### config.mk
export PLATFORM = sky130hd
export DESIGN_NAME = lockreg_hub
export DESIGN_NICKNAME = d
export VERILOG_FILES = /design/src/rtl/lockreg_pkg.sv /design/src/rtl/lockreg_keyfsm.sv /design/src/rtl/lockreg_irq.sv /design/src/rtl/lockreg_portwin.sv /design/src/rtl/lockreg_hub.sv
export SDC_FILE = /design/constraint.sdc
export NUM_CORES = 1
export LEC_CHECK = 0
export ABC_CLOCK_PERIOD_IN_PS = 5400
export BUFFER_PORTS_ARGS = -buffer_cell sky130_fd_sc_hd__buf_2
export CAP_MARGIN = 30
export CORE_ASPECT_RATIO = 0.6
export CORE_MARGIN = 1.5
export CORE_UTILIZATION = 54
export DETAILED_ROUTE_END_ITERATION = 16
export MAX_ROUTING_LAYER = met4
export PLACE_DENSITY = 0.71
export SLEW_MARGIN = 20
export SYNTH_ARGS = -nofsm -noshare
export SYNTH_HDL_FRONTEND = slang
export SYNTH_SLANG_ARGS = --single-unit
### constraint.sdc
create_clock -name clk -period 5.4 [get_ports clk]
set_input_delay 0.27 -clock clk [delete_from_list [all_inputs] [get_ports clk]]
set_output_delay 0.27 -clock clk [all_outputs]
set_load 0.005 [all_outputs]
### src/rtl/lockreg_pkg.sv
package lockreg_pkg;
   localparam logic [7:0] KEY_ADDR_FIRST  = 8'h00;
   localparam logic [7:0] KEY_ADDR_SECOND = 8'h01;
   localparam logic [7:0] OPEN_FIRST      = 8'h00;
   localparam logic [7:0] OPEN_SECOND     = 8'hFF;
   localparam logic [7:0] CLOSE_FIRST     = 8'hDE;
   localparam logic [7:0] CLOSE_SECOND    = 8'hAD;
   localparam logic [7:0] CFG_BASE        = 8'h02;
   localparam logic [7:0] CTRL_ADDR       = 8'h04;
   localparam logic [7:0] STAT_ADDR       = 8'h08;
   localparam logic [7:0] MASK_ADDR       = 8'h09;
   localparam logic [7:0] GEN_BASE        = 8'h10;
   localparam logic [7:0] WIN_A_FIRST     = 8'h20;
   localparam logic [7:0] WIN_A_LAST      = 8'h45;
   localparam logic [7:0] WIN_B_FIRST     = 8'h60;
   localparam logic [7:0] WIN_B_LAST      = 8'h85;

   typedef enum logic [1:0] {
      SEQ_IDLE,
      SEQ_OPEN_HALF,
      SEQ_CLOSE_HALF
   } seq_e;
endpackage

### src/rtl/lockreg_keyfsm.sv
module lockreg_keyfsm
   import lockreg_pkg::*;
(
   input  logic       clk,
   input  logic       rst_n,
   input  logic       wr_en,
   input  logic [7:0] addr,
   input  logic [7:0] wdata,
   output logic       unlocked
);
   seq_e seq_q;

   always_ff @(posedge clk or negedge rst_n) begin
      if (!rst_n) begin
         seq_q    <= SEQ_IDLE;
         unlocked <= 1'b0;
      end else if (wr_en) begin
         seq_q <= SEQ_IDLE;
         if (addr == KEY_ADDR_FIRST) begin
            if (wdata == OPEN_FIRST)       seq_q <= SEQ_OPEN_HALF;
            else if (wdata == CLOSE_FIRST) seq_q <= SEQ_CLOSE_HALF;
         end else if (addr == KEY_ADDR_SECOND) begin
            if (seq_q == SEQ_OPEN_HALF && wdata == OPEN_SECOND)
               unlocked <= 1'b1;
            else if (seq_q == SEQ_CLOSE_HALF && wdata == CLOSE_SECOND)
               unlocked <= 1'b0;
         end
      end
   end
endmodule

### src/rtl/lockreg_irq.sv
module lockreg_irq #(
   parameter int NUM_ALARMS = 4
) (
   input  logic                  clk,
   input  logic                  rst_n,
   input  logic [NUM_ALARMS-1:0] alarm_in,
   input  logic                  clr_en,
   input  logic                  mask_we,
   input  logic [NUM_ALARMS-1:0] wbits,
   output logic [NUM_ALARMS-1:0] status,
   output logic [NUM_ALARMS-1:0] mask,
   output logic                  irq_n
);
   logic [NUM_ALARMS-1:0] clr_bits;

   always_comb clr_bits = clr_en ? wbits : '0;

   always_ff @(posedge clk or negedge rst_n) begin
      if (!rst_n) begin
         status <= '0;
         mask   <= '1;
      end else begin
         status <= (status & ~clr_bits) | alarm_in;
         if (mask_we) mask <= wbits;
      end
   end

   always_comb irq_n = ~|(status & ~mask);
endmodule

### src/rtl/lockreg_portwin.sv
module lockreg_portwin #(
   parameter logic [7:0] FIRST = 8'h20,
   parameter logic [7:0] LAST  = 8'h45,
   parameter int         DEPTH = 4
) (
   input  logic             clk,
   input  logic             rst_n,
   input  logic             pdn,
   input  logic             wr_en,
   input  logic             rd_en,
   input  logic [7:0]       addr,
   input  logic [7:0]       wdata,
   output logic             hit,
   output logic [7:0]       rdat,
   output logic [DEPTH*8-1:0] store_flat
);
   localparam int IW = (DEPTH > 1) ? $clog2(DEPTH) : 1;

   if (DEPTH < 1 || DEPTH > (int'(LAST) - int'(FIRST) + 1)) begin : g_bad_depth
      $error("lockreg_portwin: DEPTH does not fit the window");
   end

   logic [7:0] mem [DEPTH];
   logic [7:0] last_q;
   logic [7:0] off;
   logic       in_store;
   logic [7:0] live;

   always_comb begin
      hit      = (addr >= FIRST) && (addr <= LAST);
      off      = addr - FIRST;
      in_store = hit && (int'(off) < DEPTH);
      live     = in_store ? mem[off[IW-1:0]] : 8'h00;
      rdat     = pdn ? last_q : live;
   end

   always_ff @(posedge clk or negedge rst_n) begin
      if (!rst_n) begin
         for (int i = 0; i < DEPTH; i++) mem[i] <= 8'h00;
         last_q <= 8'h00;
      end else if (!pdn) begin
         if (wr_en && in_store) mem[off[IW-1:0]] <= wdata;
         if (rd_en && hit)      last_q <= live;
      end
   end

   for (genvar g = 0; g < DEPTH; g++) begin : g_flat
      assign store_flat[g*8 +: 8] = mem[g];
   end
endmodule

### src/rtl/lockreg_hub.sv
module lockreg_hub
   import lockreg_pkg::*;
#(
   parameter int NUM_ALARMS = 4,
   parameter int NUM_CFG    = 2,
   parameter int NUM_GEN    = 4,
   parameter int WIN_DEPTH  = 4
) (
   input  logic                  clk,
   input  logic                  rst_n,
   input  logic                  cs,
   input  logic                  wr,
   input  logic                  rd,
   input  logic [7:0]            addr,
   input  logic [7:0]            wdata,
   output logic [7:0]            rdata,
   input  logic [NUM_ALARMS-1:0] alarm_in,
   output logic                  irq_n
);
   if (NUM_ALARMS < 1 || NUM_ALARMS > 8) begin : g_bad_alarms
      $error("lockreg_hub: NUM_ALARMS must be 1..8");
   end
   if (NUM_CFG < 1 || NUM_CFG > 2) begin : g_bad_cfg
      $error("lockreg_hub: NUM_CFG must be 1..2");
   end
   if (NUM_GEN < 1 || NUM_GEN > 16) begin : g_bad_gen
      $error("lockreg_hub: NUM_GEN must be 1..16");
   end

   logic                  wr_en, rd_en, unlocked;
   logic [7:0]            cfg_q [NUM_CFG];
   logic [7:0]            gen_q [NUM_GEN];
   logic [1:0]            ctrl_q;
   logic [NUM_ALARMS-1:0] status, mask;
   logic                  hit_a, hit_b;
   logic [7:0]            rdat_a, rdat_b, rd_val;
   logic [NUM_CFG*8-1:0]  cfg_flat;
   logic [WIN_DEPTH*8-1:0] wina_store, winb_store;
   logic [7:0]            cfg_off, gen_off;

   always_comb begin
      wr_en   = cs & wr;
      rd_en   = cs & rd;
      cfg_off = addr - CFG_BASE;
      gen_off = addr - GEN_BASE;
   end

   lockreg_keyfsm key_i (
      .clk(clk), .rst_n(rst_n), .wr_en(wr_en), .addr(addr),
      .wdata(wdata), .unlocked(unlocked)
   );

   lockreg_irq #(.NUM_ALARMS(NUM_ALARMS)) irq_i (
      .clk(clk), .rst_n(rst_n), .alarm_in(alarm_in),
      .clr_en(wr_en && addr == STAT_ADDR),
      .mask_we(wr_en && addr == MASK_ADDR),
      .wbits(wdata[NUM_ALARMS-1:0]),
      .status(status), .mask(mask), .irq_n(irq_n)
   );

   lockreg_portwin #(.FIRST(WIN_A_FIRST), .LAST(WIN_A_LAST), .DEPTH(WIN_DEPTH)) win_a_i (
      .clk(clk), .rst_n(rst_n), .pdn(ctrl_q[0]), .wr_en(wr_en), .rd_en(rd_en),
      .addr(addr), .wdata(wdata), .hit(hit_a), .rdat(rdat_a), .store_flat(wina_store)
   );

   lockreg_portwin #(.FIRST(WIN_B_FIRST), .LAST(WIN_B_LAST), .DEPTH(WIN_DEPTH)) win_b_i (
      .clk(clk), .rst_n(rst_n), .pdn(ctrl_q[1]), .wr_en(wr_en), .rd_en(rd_en),
      .addr(addr), .wdata(wdata), .hit(hit_b), .rdat(rdat_b), .store_flat(winb_store)
   );

   always_ff @(posedge clk or negedge rst_n) begin
      if (!rst_n) begin
         for (int i = 0; i < NUM_CFG; i++) cfg_q[i] <= 8'h00;
         for (int i = 0; i < NUM_GEN; i++) gen_q[i] <= 8'h00;
         ctrl_q <= 2'b00;
      end else if (wr_en) begin
         if (unlocked && int'(cfg_off) < NUM_CFG) cfg_q[cfg_off[0 +: 1]] <= wdata;
         if (int'(gen_off) < NUM_GEN)             gen_q[gen_off[3:0] % NUM_GEN] <= wdata;
         if (addr == CTRL_ADDR)                   ctrl_q <= wdata[1:0];
      end
   end

   for (genvar g = 0; g < NUM_CFG; g++) begin : g_cfg_flat
      assign cfg_flat[g*8 +: 8] = cfg_q[g];
   end

   always_comb begin
      rd_val = 8'h00;
      if (addr == KEY_ADDR_FIRST)          rd_val = {7'b0, unlocked};
      else if (int'(cfg_off) < NUM_CFG)    rd_val = cfg_q[cfg_off[0 +: 1]];
      else if (addr == CTRL_ADDR)          rd_val = {6'b0, ctrl_q};
      else if (addr == STAT_ADDR)          rd_val = 8'(status);
      else if (addr == MASK_ADDR)          rd_val = 8'(mask);
      else if (int'(gen_off) < NUM_GEN)    rd_val = gen_q[gen_off[3:0] % NUM_GEN];
      else if (hit_a)                      rd_val = rdat_a;
      else if (hit_b)                      rd_val = rdat_b;
   end

   always_ff @(posedge clk or negedge rst_n) begin
      if (!rst_n)     rdata <= 8'h00;
      else if (rd_en) rdata <= rd_val;
   end
endmodule

==> out/metrics.csv, run 1 <==
stage;metric;value;unit
outcome;outcome;finished clean;
pwr;P per Cell Area;299;nW/um^2
detailed_routing;1st-iter DRT viols;664;
sta;final worst slack;2700;ps
final_layout;most frequent cells in the layout;dfrtp_1 (145), mux2_2 (108), nand2_1 (41);
yosys;area of the mapped netlist;7440;sq um
worst_setup_path;CP Launch Type;primary input;
sta;Setup TNS;0;ps
yosys;Mapped Nets;619;
hold_path;HP Start;alarm_in[0];
sta;RSZ-0062 raised after global routing;false;
placed_design;gpl congestion;0.975;
sta;max-slew violations;0;
sta;worst slew pin tran;841;ps
floorplan;core area;13100;sq um
detailed_routing;via count;5211;
run;max-cap viol count;0;
floorplan;DIE WIDTH;155;um
grt;initial antenna violation count;0;
yosys;register area share after synthesis;0.502;
placed_design;I/O Buffers;33;
hold_path;worst min-delay path class;primary input to register;
clock_tree;cts bufs inserted;17;
sta;minimum clock period;2700;ps
yosys;Post-Syn Area per Cell;12.6;sq um
final_layout;fin cells;792;
yosys;synth warn;0;
grt;first-pass GRT wire length;30.7;mm
detailed_routing;Pre-antenna DRT Iters;6;
worst_setup_path;Critical Path End Type;register;
pwr;peak supply drop;0.203;mV
worst_setup_path;crit path to;gen_q[21];
yosys;post-synth top area share;0.487;
detailed_routing;Vias per Instance;6.58;
detailed_routing;wire length per cell;24.7;um
grt;gr usage total;0.297;
floorplan;Initial Util;0.567;
final_layout;antenna cell count;0;
clock_tree;Clock Latency Late Sink;430;ps
grt;vias in the first global route;5321;
sta;slew margin rel.;0.436;
sta;Final Cycle Share;0.500;
clock_tree;Worst-path clk slew;70;ps
worst_setup_path;Worst R2R Setup Slack;2980;ps
yosys;Netlist cell types;68;
clock_tree;clock buffer depth;2;
floorplan;Ports;34;
placed_design;dpl ws;2310;ps
sta;Hold WS;19.4;ps
worst_setup_path;critical path arrival;3020;ps
detailed_routing;drc violations;0;
clock_tree;CTS tree;yes;
final_layout;post-layout util;0.630;
yosys;dominant synthesized flop cell;dfrtp_1;
clock_tree;clk root buf;clkbuf_16;
detailed_routing;post-route ant nets;0;
yosys;Async SR Flop Fraction;1.00;
worst_setup_path;WP data required;5710;ps
sta;final clock skew;11.2;ps
final_layout;Layout fillers;1007;
grt;Congestion Overflow GR;0;
yosys;Synth area leaders;dfrtp_1 (49%), mux2_2 (16%), mux4_2 (7.0%);
floorplan;Site Rows;32;
placed_design;placed cells;759;
worst_setup_path;cell count of the worst reg-to-reg path;4;
clock_tree;CTS sink count;149;
worst_setup_path;worst reg2reg endpoint;win_a_i.store_flat[17];
final_layout;layout cells sized above 1;0.368;
worst_setup_path;Critical Path Fanout Max;14;
worst_setup_path;critical path type;primary input to register;
final_layout;area grow syn2layout;11.2;%
yosys;Post-Synthesis Cells;590;
placed_design;hpwl dp;13.6;mm
floorplan;Die Ht;93.9;um
clock_tree;Gates resized, CTS repair;0;
final_layout;final net count;638;
yosys;Yosys reg bits;149;
worst_setup_path;reg-to-reg startpoint;ctrl_q[0];
sta;f_max;370;MHz
pwr;Pleak;0.00385;uW
sta;Final setup viols;0;
floorplan;die area;14500;sq um
clock_tree;H-tree lvl count;4;
yosys;area leader, netlist;dfrtp_1;
yosys;EDFF count, synth;0;
final_layout;commonest non-fill, non-tap cell in the layout;dfrtp_1;
detailed_routing;WL final;19.6;mm
grt;pin count of the biggest net entering global routing;93;
sta;final hold violation count;0;
worst_setup_path;crit path from;addr[5];
==> synth_stat cells, types with 2 or more instances <==
cell type / instances
or4b_4: 2
clkbuf_1: 17
mux2_2: 108
nand2_1: 41
nor2b_1: 4
or2_2: 3
mux2_1: 2
nand3_1: 22
and4_1: 2
a221oi_1: 5
mux2_4: 8
or4_1: 2
nor4_1: 4
buf_1: 2
nand3b_1: 2
mux2i_1: 11
ha_1: 4
a2bb2oi_1: 4
nand4_1: 6
a22oi_1: 8
nand2b_1: 2
nor3_1: 9
a21o_1: 4
buf_2: 15
nor2_1: 15
dfstp_2: 4
nor2_2: 3
inv_1: 20
mux4_2: 23
o21ai_0: 24
o22ai_1: 5
xnor2_1: 3
a21oi_1: 11
dfrtp_1: 145
or3_1: 3
a211oi_1: 3
a22o_1: 7
nor4_4: 2
nor2_8: 2
o31ai_1: 5
==> registers in the layout (all words and copies together) (netlist names) <==
name	cells
win_a_i.store_flat	32
win_b_i.store_flat	32
key_i.unlocked	1
win_b_i.last_q	8
irq_i.mask	4
cfg_flat	16
rdata	8
key_i.seq_q	2
gen_q	32
irq_i.status	4
win_a_i.last_q	8
ctrl_q	2
==> critical path, cell delays in order <==
cell	delay, ps
buf_2	200
inv_1	110
ha_1	290
nor2b_1	170
xnor2_1	260
nand3_1	580
nor4_4	720
mux2_2	410
==> layer usage <==
metal / share of wire / wire (um) / track usage
met1: 0.46 / 9070 / 0.434
met2: 0.41 / 8120 / 0.398
met3: 0.11 / 2160 / 0.0950
met4: 0.012 / 226 / 0.0761
met5: 0 / 0 / -
==> worst min-delay path by stage <==
stage                            end  slack (ps)  cells past startpoint
3_5_place_dp   win_b_i.store_flat[0]         410                      1
6_report             irq_i.status[0]          20                      2
2_1_floorplan            cfg_flat[0]         -30                      0
5_1_grt              irq_i.status[0]          10                      2
3_3_place_gp   win_b_i.store_flat[9]         390                      1
4_1_cts              irq_i.status[0]          20                      2
==> stage by stage <==
step	area, sq um	power (uW)
after global placement	7680	1330
after global routing	8280	2540
after CTS	8280	2480
final	8280	2480
after detailed placement	7680	1340
after floorplan	7440	1270
==> cell families (layout without fill, tap and decap cells) <==
| family | count (synthesis) | in the layout | synth area share |
|---|---|---|---|
| mux | 152 | 152 | 0.267 |
| fa+ha+maj | 4 | 4 | 0.00672 |
| simple gates | 134 | 134 | 0.105 |
| buf+inv | 57 | 89 | 0.0331 |
| compound gates | 90 | 90 | 0.0822 |
| xor+xnor | 4 | 4 | 0.00471 |
| flops | 149 | 149 | 0.502 |
==> cell type report <==
class / instances / area [sq um] / share of cell area
Clock inverter: 15 / 158 / 0.0190
Timing Repair Buffer: 37 / 204 / 0.0246
Multi-Input combinational cell: 384 / 3470 / 0.419
Sequential cell: 149 / 3730 / 0.451
Inverter: 20 / 75.1 / 0.00907
Clock buffer: 17 / 425 / 0.0514
Tap cell: 170 / 213 / 0.0257
==> power by group <==
group          internal, uW  total [uW]  switching, uW
Sequential             1140        1160           15.4
Clock                   615        1150            537
Combinational          52.3         169            116
==> repair_timing <==
action,CTS,global route
endpoints found under the hold margin,87,0
hold buffers,1,0
setup buffers,0,0
Note: power is estimated with default switching activity, not from simulation.
==> run 2, diff against run 1 <==
--- a/config.mk
+++ b/config.mk
@@ -5,7 +5,7 @@
 export SDC_FILE = /design/constraint.sdc
 export NUM_CORES = 1
 export LEC_CHECK = 0
-export ABC_CLOCK_PERIOD_IN_PS = 5400
+export ABC_CLOCK_PERIOD_IN_PS = 2600
 export BUFFER_PORTS_ARGS = -buffer_cell sky130_fd_sc_hd__buf_2
 export CAP_MARGIN = 30
 export CORE_ASPECT_RATIO = 0.6
==> constraint.sdc (replaced) <==
create_clock -name clk -period 2.6 [get_ports clk]
set_input_delay 0.13 -clock clk [delete_from_list [all_inputs] [get_ports clk]]
set_output_delay 0.13 -clock clk [all_outputs]
set_load 0.005 [all_outputs]
==> out/metrics.csv, run 2 (same netlist as run 1, synthesis figures left out) <==
stage;metric;value;unit;change
pwr;Pleak;0.00404;uW;+4.8%
sta;final worst slack;439;ps;-2260 ps
worst_setup_path;Worst R2R Setup Slack;620;ps;-2360 ps
sta;slew margin rel.;0.475;;+0.0389
clock_tree;clock buffer depth;2;;unchanged
grt;gr usage total;0.303;;+0.00611
clock_tree;Setup Fix Bufs, Post-CTS;0;;unchanged
clock_tree;Worst-path clk slew;60;ps;about the same
hold_path;worst min-delay path class;primary input to register;;
detailed_routing;post-route ant nets;0;;unchanged
floorplan;die area;14500;sq um;unchanged
grt;first-pass GRT wire length;31.2;mm;+1.6%
final_layout;post-layout util;0.655;;+0.0245
placed_design;I/O Buffers;33;;unchanged
floorplan;Ports;34;;unchanged
pwr;P per Cell Area;637;nW/um^2;+110%
final_layout;area grow syn2layout;15.5;%;
worst_setup_path;critical path type;primary input to register;;
sta;Final Cycle Share;0.831;;
detailed_routing;WL final;19.7;mm;+0.74%
detailed_routing;via count;5310;;+1.9%
worst_setup_path;Crit-path slowest cell;nand3_1;;
final_layout;commonest non-fill, non-tap cell in the layout;dfrtp_1;;
sta;final hold violation count;0;;unchanged
worst_setup_path;Crit path depth;8;;unchanged
worst_setup_path;reg-to-reg startpoint;gen_q[24];;
placed_design;hpwl dp;13.9;mm;+2.1%
worst_setup_path;crit path from;addr[5];;
grt;initial antenna violation count;0;;unchanged
floorplan;core area;13100;sq um;unchanged
worst_setup_path;worst reg2reg endpoint;rdata[0];;
final_layout;layout cells sized above 1;0.390;;+0.0214
outcome;outcome;finished clean;;
worst_setup_path;crit path cell chain;buf_2, inv_1, ha_1, nor2b_1, xnor2_1, and4_1, nand3_1, mux2_2;;
detailed_routing;1st-iter DRT viols;579;;-13%
detailed_routing;drc violations;0;;unchanged
final_layout;area of the multi-input gates;3460;sq um;-0.14%
final_layout;final net count;668;;+4.7%
worst_setup_path;WP data required;2900;ps;-2810 ps
final_layout;fin cells;822;;+3.8%
detailed_routing;Pre-antenna DRT Iters;5;;-1
detailed_routing;wire length per cell;24.0;um;-2.9%
sta;final clock skew;11.2;ps;-0.0406 ps
placed_design;gpl congestion;1.04;;+6.2%
worst_setup_path;crit path to;cfg_flat[6];;
worst_setup_path;Critical Path End Type;register;;
final_layout;Layout fillers;979;;-2.8%
placed_design;dpl ws;113;ps;-2190 ps
grt;Congestion Overflow GR;0;;unchanged
worst_setup_path;Crit path largest cell delay;430;ps;-290 ps
sta;RSZ-0062 raised after global routing;false;;
worst_setup_path;Critical Path Fanout Max;12;;-2
worst_setup_path;critical path arrival;2460;ps;-560 ps
clock_tree;CTS sink count;149;;unchanged
clock_tree;clk root buf;clkbuf_16;;
final_layout;antenna cell count;0;;unchanged
placed_design;placed cells;785;;+3.4%
sta;worst slew pin tran;780;ps;-61.0 ps
worst_setup_path;Top delay family on crit path;simple AND/OR/NAND/NOR gates;;
sta;minimum clock period;2160;ps;
run;max-cap viol count;0;;unchanged
final_layout;Sequential Area;3730;sq um;unchanged
clock_tree;cts bufs inserted;17;;unchanged
sta;Final setup viols;0;;unchanged
worst_setup_path;CP Launch Type;primary input;;
grt;pin count of the biggest net entering global routing;64;;-31%
pwr;peak supply drop;0.354;mV;+75%
worst_setup_path;WP buf/inv;2;;unchanged
sta;f_max;463;MHz;
floorplan;Site Rows;32;;unchanged
floorplan;Initial Util;0.567;;unchanged
grt;vias in the first global route;5356;;+0.66%
floorplan;DIE WIDTH;155;um;unchanged
floorplan;Die Ht;93.9;um;unchanged
hold_path;HP Start;wdata[2];;
clock_tree;CTS tree;yes;;
worst_setup_path;cell count of the worst reg-to-reg path;5;;+1
sta;Setup TNS;0;ps;unchanged
sta;Hold WS;136;ps;+116 ps
sta;max-slew violations;0;;unchanged
final_layout;most frequent cells in the layout;dfrtp_1 (145), mux2_2 (108), nand2_1 (41);;
clock_tree;Clock Latency Late Sink;430;ps;about the same
detailed_routing;Vias per Instance;6.46;;-1.8%
clock_tree;H-tree lvl count;4;;unchanged
-- run 2: changes by cell type in the layout (fill, tap and decap cells not counted), sizes merged --
cell and delta:
buf +26, bufinv +4, clkbuf +1, clkinv -5, dlygate4sd3 +4
-- run 2: layer usage --
metal  global-route usage  vias to the layer above  part of all wire
met4               0.0801                        0             0.020
met5                    -                        -                 0
met2                0.407                      283              0.42
met3               0.0973                       38              0.11
li1                     -                     2302                 -
met1                0.442                     2687              0.45
-- run 2: worst reg2reg max path, delay by kind of cell, from the launching register on --
family / cells / cell delay (ps)
multiplexers: 1 / 490
flip-flops: 1 / 380
AO/OA/AOI/OAI: 4 / 970
-- run 2: area by class of cell --
type / count / area share
Sequential cell: 149 / 0.434
Multi-Input combinational cell: 384 / 0.403
Timing Repair Buffer: 67 / 0.0540
Clock buffer: 18 / 0.0511
Tap cell: 170 / 0.0247
Clock inverter: 14 / 0.0244
Inverter: 20 / 0.00873
-- run 2: how the worst min path moves through the flow --
stage | end | cells after the start
after floorplan | cfg_flat[0] | 0
after global placement | win_b_i.store_flat[6] | 1
after detailed placement | win_b_i.store_flat[6] | 1
after CTS | irq_i.mask[2] | 3
after global routing | irq_i.mask[3] | 3
final | irq_i.mask[2] | 3
-- run 2: report_power, final --
part	total [uW]	internal (uW)	switching, uW
clock network	2710	1660	1050
registers	2400	2370	29.3
logic	374	129	246
total	5480	4160	1320
-- run 2: through the flow --
stage | total power (uW) | cell area (sq um)
6_report | 5480 | 8600
3_3_place_gp | 2780 | 7900
4_1_cts | 5500 | 8600
3_5_place_dp | 2800 | 7900
5_1_grt | 5650 | 8600
2_1_floorplan | 2630 | 7440
-- run 2: repair_timing --
action,CTS,global route
gates resized for setup,0,0
hold buffers,5,0
hold endpoints to repair,59,0
==> run 3, diff against run 2 <==
--- a/config.mk
+++ b/config.mk
@@ -5,7 +5,8 @@
 export SDC_FILE = /design/constraint.sdc
 export NUM_CORES = 1
 export LEC_CHECK = 0
-export ABC_CLOCK_PERIOD_IN_PS = 2600
+export ABC_AREA = 1
+export ABC_CLOCK_PERIOD_IN_PS = 1800
 export BUFFER_PORTS_ARGS = -buffer_cell sky130_fd_sc_hd__buf_2
 export CAP_MARGIN = 30
 export CORE_ASPECT_RATIO = 0.6
@@ -13,7 +14,7 @@
 export CORE_UTILIZATION = 54
 export DETAILED_ROUTE_END_ITERATION = 16
 export MAX_ROUTING_LAYER = met4
-export PLACE_DENSITY = 0.71
+export PLACE_DENSITY = 0.74
 export SLEW_MARGIN = 20
 export SYNTH_ARGS = -nofsm -noshare
 export SYNTH_HDL_FRONTEND = slang
==> constraint.sdc (replaced) <==
create_clock -name clk -period 1.8 [get_ports clk]
set_input_delay 0.09 -clock clk [delete_from_list [all_inputs] [get_ports clk]]
set_output_delay 0.09 -clock clk [all_outputs]
set_load 0.005 [all_outputs]
==> out/metrics.csv, run 3 <==
stage;metric;value;unit;change
outcome;outcome;finished clean;;
worst_setup_path;Critical Path End Type;register;;
yosys;synth warn;0;;unchanged
yosys;Async SR Flop Fraction;1.00;;unchanged
sta;worst slew pin tran;722;ps;-57.8 ps
grt;vias in the first global route;6102;;+14%
grt;pin count of the biggest net entering global routing;52;;-19%
pwr;Clock Power Share;0.463;;-0.031
sta;Final setup viols;0;;unchanged
worst_setup_path;critical path arrival;2010;ps;-450 ps
detailed_routing;1st-iter DRT viols;555;;-4.1%
clock_tree;cts bufs inserted;17;;unchanged
yosys;Synth area leaders;dfrtp_1 (51%), nand2_1 (15%), o21ai_0 (10%);;
final_layout;antenna cell count;0;;unchanged
pwr;Sw Pwr;2160;uW;+63%
clock_tree;clock buffer depth;2;;unchanged
sta;RSZ-0062 raised after global routing;false;;
final_layout;most frequent cells in the layout;nand2_1 (280), o21ai_0 (146), dfrtp_1 (145);;
pwr;Pleak;0.00428;uW;+6.0%
run;max-cap viol count;0;;unchanged
sta;Final Cycle Share;0.935;;
hold_path;worst min-delay path class;primary input to register;;
worst_setup_path;cell count of the worst reg-to-reg path;9;;+4
final_layout;layout cells sized above 1;0.186;;-0.203
worst_setup_path;Worst R2R Setup Slack;120;ps;-500 ps
floorplan;die area;13900;sq um;-4.3%
yosys;dominant synthesized flop cell;dfrtp_1;;
placed_design;I/O Buffers;33;;unchanged
detailed_routing;Vias per Instance;5.65;;-13%
yosys;count leader, synth;nand2_1;;
pwr;peak supply drop;0.604;mV;+71%
detailed_routing;wire length per cell;17.7;um;-26%
final_layout;area grow syn2layout;23.3;%;
floorplan;Initial Util;0.553;;-0.0134
placed_design;gpl congestion;0.975;;-5.9%
detailed_routing;post-route ant nets;0;;unchanged
worst_setup_path;Critical Path Fanout Max;17;;+5
clock_tree;Clock Latency Late Sink;430;ps;about the same
clock_tree;Worst-path clk slew;70;ps;about the same
detailed_routing;WL final;20.6;mm;+4.7%
pwr;P per Cell Area;897;nW/um^2;+41%
placed_design;hpwl dp;14.6;mm;+5.4%
yosys;Mapped Nets;903;;+46%
detailed_routing;via count;6607;;+24%
grt;gr usage total;0.329;;+0.0254
floorplan;Ports;34;;unchanged
clock_tree;CTS sink count;149;;unchanged
sta;Hold WS;58.0;ps;-77.7 ps
grt;initial antenna violation count;0;;unchanged
final_layout;commonest non-fill, non-tap cell in the layout;nand2_1;;
worst_setup_path;critical path type;register to register;;
worst_setup_path;CP Launch Type;register;;
grt;first-pass GRT wire length;32.9;mm;+5.4%
yosys;Netlist cell types;40;;-41%
yosys;EDFF count, synth;0;;unchanged
worst_setup_path;WP data required;2120;ps;-780 ps
sta;max-slew violations;0;;unchanged
sta;final clock skew;13.4;ps;+2.22 ps
detailed_routing;Pre-antenna DRT Iters;5;;unchanged
grt;Congestion Overflow GR;0;;unchanged
yosys;Post-Syn Area per Cell;8.14;sq um;-36%
clock_tree;CTS tree;yes;;
clock_tree;clk root buf;clkbuf_16;;
yosys;Yosys reg bits;149;;unchanged
final_layout;area of the multi-input gates;2950;sq um;-15%
clock_tree;H-tree lvl count;4;;unchanged
pwr;Comb power frac;0.093;;+0.025
sta;minimum clock period;1680;ps;
floorplan;Die Ht;91.9;um;-2.2%
final_layout;fin cells;1169;;+42%
pwr;Sw Ratio;0.274;;+0.0333
sta;slew margin rel.;0.513;;+0.0383
final_layout;Layout fillers;1048;;+7.0%
floorplan;DIE WIDTH;151;um;-2.2%
yosys;Post-Synthesis Cells;874;;+48%
yosys;register area share after synthesis;0.525;;+0.0234
yosys;post-synth top area share;0.510;;+0.0227
yosys;area leader, netlist;dfrtp_1;;
sta;f_max;594;MHz;
yosys;area of the mapped netlist;7110;sq um;-4.5%
pwr;Seq pwr share;0.444;;+0.007
sta;final hold violation count;0;;unchanged
pwr;P_int;5710;uW;+37%
yosys;top cells by count, synth;nand2_1 (280), o21ai_0 (146), dfrtp_1 (145), nor2_1 (55), inv_1 (54);;
worst_setup_path;reg-to-reg startpoint;ctrl_q[1];;
hold_path;WHS Endpoint;key_i.unlocked;;
floorplan;Site Rows;32;;unchanged
sta;Setup TNS;0;ps;unchanged
final_layout;Sequential Area;3730;sq um;unchanged
floorplan;core area;12900;sq um;-2.1%
placed_design;placed cells;1127;;+44%
hold_path;worst hold path depth;4;;+1
hold_path;HP Start;wdata[7];;
worst_setup_path;worst reg2reg endpoint;rdata[4];;
detailed_routing;drc violations;0;;unchanged
final_layout;final net count;1015;;+52%
-- run 3: repair_timing --
item	4_1_cts	5_1_grt
hold endpoints to repair	54	0
buffers inserted	0	1
setup endpoints to repair	0	7
resized for setup	0	2
hold buffers	9	0
-- run 3: worst max path at each step --
stage	endpoint	slack [ps]	from
global placement	rdata[4]	-180	addr[5]
CTS	rdata[0]	130	ctrl_q[1]
finish	rdata[4]	120	ctrl_q[1]
floorplan	win_b_i.store_flat[30]	170	addr[5]
detailed placement	rdata[4]	-230	addr[5]
global route	rdata[5]	30	addr[5]
-- run 3: cells by family after synthesis --
kind of cell / share of synthesized area
and+or+nand+nor: 0.244
xor gates and xnor gates: 0.00123
AOI/OAI and AO/OA: 0.163
adders and majority gates: 0.00704
buffers and inverters: 0.0602
DFF: 0.525
-- run 3: layer usage --
metal / share of wire / routed length (um) / global-route usage / vias to the layer above
li1: - / - / - / 3128
met1: 0.47 / 9710 / 0.498 / 3149
met2: 0.40 / 8350 / 0.429 / 308
met3: 0.11 / 2330 / 0.0960 / 22
met4: 0.012 / 250 / 0.0793 / 0
met5: 0 / 0 / - / -
-- run 3: critical path, cell delays in order, from the launching register on --
cell,delay [ps]
dfrtp_1,490
clkinvlp_4,160
buf_12,160
or2_2,280
nand3_1,120
nand2_1,80
nand3_1,70
nand2_1,100
nand2_1,80
nand2_1,50
-- run 3: power by group through the flow --
stage          clock network (uW)  logic (uW)  registers (uW)
2_1_floorplan                   0         332            3540
3_3_place_gp                    0         693            3550
3_5_place_dp                    0         699            3550
4_1_cts                      3670         716            3490
5_1_grt                      3810         802            3500
6_report                     3640         729            3490
-- run 3: layout make-up --
cell class / count / area share
clock buffers: 17 / 0.0485
clock inverters: 15 / 0.0211
inverters: 56 / 0.0244
multi-input cells: 626 / 0.337
flip-flops and latches: 149 / 0.426
well taps: 170 / 0.0243
repair buffers: 136 / 0.119
-- run 3: metrics by stage --
step / utilization / setup slack, ps / instance area [sq um] / total power, uW
after detailed placement: 0.625 / -229 / 8040 / 4250
after global routing: 0.682 / 26.9 / 8770 / 8120
final: 0.682 / 117 / 8770 / 7870
after global placement: 0.625 / -183 / 8040 / 4240
after CTS: 0.680 / 126 / 8740 / 7880
after floorplan: - / 174 / 7110 / 3870
